==> config.mk <==
export PLATFORM = sky130hd
export DESIGN_NAME = iec_ctrl
export DESIGN_NICKNAME = d
export VERILOG_FILES = /design/src/rtl/iec_pkg.sv /design/src/rtl/iec_enable.sv /design/src/rtl/iec_fsm.sv /design/src/rtl/iec_ctrl.sv
export SDC_FILE = /design/constraint.sdc
export NUM_CORES = 1
export LEC_CHECK = 0
export ABC_AREA = 0
export BUFFER_PORTS_ARGS = -buffer_cell sky130_fd_sc_hd__buf_2
export CELL_PAD_IN_SITES_DETAIL_PLACEMENT = 1
export CELL_PAD_IN_SITES_GLOBAL_PLACEMENT = 1
export CORE_AREA = 2 2 39 41
export CTS_BUF_LIST = sky130_fd_sc_hd__clkbuf_8 sky130_fd_sc_hd__clkbuf_16
export DETAILED_ROUTE_END_ITERATION = 6
export DIE_AREA = 0 0 41 43
export GPL_ROUTABILITY_DRIVEN = 0
export PLACE_DENSITY_LB_ADDON = 0.15
export SYNTH_ARGS = -nofsm -noshare
export SYNTH_HDL_FRONTEND = slang
export SYNTH_HIERARCHICAL = 1
export SYNTH_SLANG_ARGS = --single-unit
==> constraint.sdc <==
create_clock -name clk -period 3.7 [get_ports clk]
set_clock_uncertainty 0.05 [all_clocks]
set_input_delay 0.185 -clock clk [delete_from_list [all_inputs] [get_ports clk]]
set_output_delay 0.185 -clock clk [all_outputs]
set_load 0.05 [all_outputs]
==> src/rtl/iec_pkg.sv <==
package iec_pkg;
  typedef enum logic [1:0] {
    ST_RUN       = 2'd0,
    ST_HALT      = 2'd1,
    ST_HOLD_RUN  = 2'd2,
    ST_HOLD_HALT = 2'd3
  } iec_state_e;
endpackage

==> src/rtl/iec_enable.sv <==
// Interrupt-enable flag, delayed-enable flag and acceptance decision.
module iec_enable (
  input  logic clk,
  input  logic rst,
  input  logic run_bound,
  input  logic halt_idle,
  input  logic hold_req,
  input  logic ei_stb,
  input  logic di_stb,
  input  logic int_req,
  output logic accept
);
  logic ie_q, pend_q;
  logic di_now, ei_now, en_eff;

  always_comb begin
    di_now = run_bound & di_stb;
    ei_now = run_bound & ei_stb;
    // a pending enable counts once the following instruction completes
    en_eff = ie_q | (pend_q & run_bound);
    accept = int_req & en_eff & ~di_now & ~hold_req & (run_bound | halt_idle);
  end

  always_ff @(posedge clk) begin
    if (rst) begin
      ie_q   <= 1'b0;
      pend_q <= 1'b0;
    end else if (accept || di_now) begin
      ie_q   <= 1'b0;
      pend_q <= 1'b0;
    end else if (run_bound) begin
      if (pend_q) ie_q <= 1'b1;
      pend_q <= ei_now;
    end
  end
endmodule

==> src/rtl/iec_fsm.sv <==
// Run / halt / hold sequencing with registered output decodes.
module iec_fsm
  import iec_pkg::*;
(
  input  logic clk,
  input  logic rst,
  input  logic run_bound,
  input  logic hlt_stb,
  input  logic hold_req,
  input  logic accept,
  output logic run_en,
  output logic halted,
  output logic hold_ack,
  output logic halt_idle
);
  iec_state_e st_q, st_d;

  always_comb begin
    st_d = st_q;
    unique case (st_q)
      ST_RUN: begin
        if (run_bound) begin
          if (hold_req)     st_d = hlt_stb ? ST_HOLD_HALT : ST_HOLD_RUN;
          else if (accept)  st_d = ST_RUN;
          else if (hlt_stb) st_d = ST_HALT;
        end
      end
      ST_HALT: begin
        if (hold_req)    st_d = ST_HOLD_HALT;
        else if (accept) st_d = ST_RUN;
      end
      ST_HOLD_RUN:  if (!hold_req) st_d = ST_RUN;
      ST_HOLD_HALT: if (!hold_req) st_d = ST_HALT;
      default:      st_d = ST_RUN;
    endcase
  end

  always_ff @(posedge clk) begin
    if (rst) begin
      st_q      <= ST_RUN;
      run_en    <= 1'b1;
      halted    <= 1'b0;
      hold_ack  <= 1'b0;
      halt_idle <= 1'b0;
    end else begin
      st_q      <= st_d;
      run_en    <= (st_d == ST_RUN);
      halted    <= (st_d == ST_HALT) || (st_d == ST_HOLD_HALT);
      hold_ack  <= (st_d == ST_HOLD_RUN) || (st_d == ST_HOLD_HALT);
      halt_idle <= (st_d == ST_HALT);
    end
  end
endmodule

==> src/rtl/iec_ctrl.sv <==
// Top: interrupt acceptance plus halt and hold control.
module iec_ctrl (
  input  logic clk,
  input  logic rst,
  input  logic ei_stb,
  input  logic di_stb,
  input  logic hlt_stb,
  input  logic nop_stb,
  input  logic instr_done,
  input  logic int_req,
  input  logic hold_req,
  output logic int_ack,
  output logic hold_ack,
  output logic halted,
  output logic run_en
);
  logic run_bound, halt_idle, accept;

  // a no-operation strobe is itself a completion
  assign run_bound = run_en & (instr_done | nop_stb);

  iec_enable u_en (
    .clk       (clk),
    .rst       (rst),
    .run_bound (run_bound),
    .halt_idle (halt_idle),
    .hold_req  (hold_req),
    .ei_stb    (ei_stb),
    .di_stb    (di_stb),
    .int_req   (int_req),
    .accept    (accept)
  );

  iec_fsm u_fsm (
    .clk       (clk),
    .rst       (rst),
    .run_bound (run_bound),
    .hlt_stb   (hlt_stb),
    .hold_req  (hold_req),
    .accept    (accept),
    .run_en    (run_en),
    .halted    (halted),
    .hold_ack  (hold_ack),
    .halt_idle (halt_idle)
  );

  always_ff @(posedge clk) begin
    if (rst) int_ack <= 1'b0;
    else     int_ack <= accept;
  end
endmodule

==> results.json <==
{
  "route.detailed.drc": 0,
  "cp.required_ns": 3.76,
  "io_pins": 13,
  "diodes": 0,
  "cts_max_path_buffers": 2,
  "start_util_pct": 24.6,
  "post_cts_resize_count": 0,
  "pwr_density_cell_mw_per_mm2": 523,
  "wl_per_cell_um": 11.5,
  "die_area_mm2": 0.00176,
  "seq_power_share_pct": 40.0,
  "track_usage_pct": 11.9,
  "fmax_mhz": 642,
  "worstMarginPinSlew_ns": 0.393,
  "syn_nets": 43,
  "avgSynthCellArea_um2": 10.0,
  "peakVddDrop_mv": 0.181,
  "yosys.area_share.xor_xnor_pct": 0,
  "finalMaxSlewViolations": 0,
  "p_leak_nw": 0.204,
  "grt_max_degree": 9,
  "port_buffers": 12,
  "final_nets": 60,
  "cp_max_fo": 8,
  "grt_pass1_wl_mm": 1.37,
  "cts_setup_buffers": 0,
  "grt-ovfl-total": 0,
  "crit_type": "flop to flop",
  "final.period_utilization_pct": 42.1,
  "combPwrFrac_pct": 18.2,
  "synth_top_area_share_pct": 47.1,
  "final_area_um2": 462,
  "rsz0062_at_grt": "no",
  "ys_seq_elements": 8,
  "tritoncts.num_buffers": 3,
  "synth_cell_types": 19,
  "total_power_w": 0.000241,
  "worstSkewPairLatency_ns": 0.22,
  "cts.sinks": 8,
  "hold_viol_final": 0,
  "final_layout_size_suffix_gt1_share_pct": 40.8,
  "timing.setup.tns_ns": 0,
  "ys_warn_count": 6,
  "endpoint_kind": "flop",
  "synth.area.top_cells": "dfxtp_1 (47%), nor2_1 (6.6%), nand3b_4 (5.9%)",
  "setup_viol": 0,
  "yosys.area_share.simple_pct": 27.9,
  "status": "finished clean",
  "vias": 291,
  "startpoint_type": "flop",
  "yosysSeqAreaShare_pct": 47.1,
  "grt_pass1_vias": 313,
  "drt_iter0_markers": 5,
  "grt_antenna_before_repair": 0,
  "hold_class": "input port to flop",
  "cts-hold-fix-buffers": 0,
  "fp.dieH_um": 43,
  "p_int_w": 0.000178,
  "post-route-min-period_ns": 1.56,
  "chipWidth_um": 41,
  "cap_violations": 0,
  "swShare_pct": 26.2,
  "clk_pin_slew_ns": 0.04,
  "dpl.hpwl_um": 635,
  "first_pass_iters": 2,
  "drt_wl_total_um": 749,
  "critPathArrivalTime_ns": 1.62,
  "yosys-mux-area-fraction_pct": 0,
  "p_clk_share_pct": 41.7,
  "row_count": 14,
  "synthAdderAreaFrac_pct": 0,
  "h-tree-depth": 1,
  "syn_area_um2": 340,
  "yosysTopAreaCell": "dfxtp_1",
  "synth_compound_area_share_pct": 22.8,
  "cts_root_buf": "clkbuf_8",
  "vias_per_cell": 4.48,
  "core_area_mm2": 0.00138,
  "place_area_um2": 420,
  "cts_tree": "yes",
  "ant_nets": 0,
  "relSlewSlack_pct": 73.6,
  "synth_cells": 34,
  "synth_top_family_by_area": "simple AND/OR/NAND/NOR gates",
  "area_growth_pct": 35.7,
  "p_sw_w": 0.0000632
}
-- layer usage --
layer  GRT usage, %  vias up  part of all wire, %  routed length, µm
met2           16.9        6                   55                412
li1               -      147                    -                  -
met3           3.14        0                  3.6                 27
met1           14.9      138                   41                309
met5              0        -                    0                  0
met4           8.00        0                    0                  0
-- critical path: stages, from the launching register on --
cell	delay, ns
dfxtp_1	0.31
o21a_1	0.32
and2b_1	0.20
o21ai_0	0.08
a21oi_1	0.21
a221oi_2	0.11
and2_1	0.17
-- through the flow --
stage | setup WS [ns] | hold WS, ns | cells | utilization [%]
floorplan | 1.92 | 0.207 | 34 | -
global placement | 2.17 | 0.340 | 62 | 30.4
detailed placement | 2.09 | 0.356 | 62 | 30.4
CTS | 2.10 | 0.120 | 65 | 33.4
global route | 1.96 | 0.122 | 65 | 33.4
finish | 2.14 | 0.122 | 65 | 33.4
-- layout make-up --
type	count	area (µm²)
Clock buffer	3	41.3
Fill cell	170	922
Inverter	2	7.51
Multi-Input combinational cell	24	173
Sequential cell	8	160
Tap cell	16	20.0
Timing Repair Buffer	12	60.1
-- sequential cells by signal, summed over array words and instances, names as in the netlist --
name	cells
int_ack	1
u_en/ie_q	1
u_en/pend_q	1
u_fsm/halt_idle	1
u_fsm/halted	1
u_fsm/hold_ack	1
u_fsm/run_en	1
u_fsm/st_q	1
-- cells in the mapped netlist (all sizes together) --
master  instances
a211oi          1
a21oi           3
a221oi          1
and2            1
and2b           2
dfxtp           8
inv             2
nand2           1
nand2b          1
nand3b          2
nor2            6
nor2b           1
o21a            1
o21ai           1
o221ai          1
o31ai           1
or2             1
-- kinds of logic after synthesis --
kind of cell           after synthesis
AND/OR/NAND/NOR                     15
flip-flops                           8
buffers and inverters                2
AO/OA/AOI/OAI                        9
-- final timing paths --
| kind | from | to | slack (ns) | cells past startpoint |
|---|---|---|---|---|
| setup / recovery | u_fsm/run_en$_SDFF_PP1_ | u_fsm/halt_idle$_SDFF_PP0_ | 2.14 | 6 |
| hold / removal | di_stb | u_en/ie_q$_SDFFE_PP0P_ | 0.12 | 2 |
| setup reg to reg | u_fsm/run_en$_SDFF_PP1_ | u_fsm/halt_idle$_SDFF_PP0_ | 2.14 | 6 |
| hold reg to reg | u_fsm/halted$_SDFF_PP0_ | u_fsm/halted$_SDFF_PP0_ | 0.45 | 2 |
-- cell usage in the layout, fill, tap and decap left out --
master and n:
o221ai_2 1, o31ai_1 1, a21oi_1 3, and2b_1 1
a211oi_2 1, clkbuf_8 3, dfxtp_1 8, buf_2 12
nand2b_1 1, and2_1 1, nand2_1 1, nor2_1 6
and2b_2 1, a221oi_2 1, o21ai_0 1, inv_1 2
o21a_1 1, nand3b_4 1, nand3b_1 1, nor2b_1 1
or2_1 1
-- power groups by stage --
stage / combinational [W] / clock, W / sequential [W]
after floorplan: 0.0000184 / 0 / 0.000110
after global placement: 0.0000435 / 0 / 0.0000980
after detailed placement: 0.0000449 / 0 / 0.0000983
after CTS: 0.0000450 / 0.000106 / 0.0000968
after global routing: 0.0000489 / 0.000113 / 0.0000977
final: 0.0000440 / 0.000101 / 0.0000967
(Power assumes the default switching activity.)
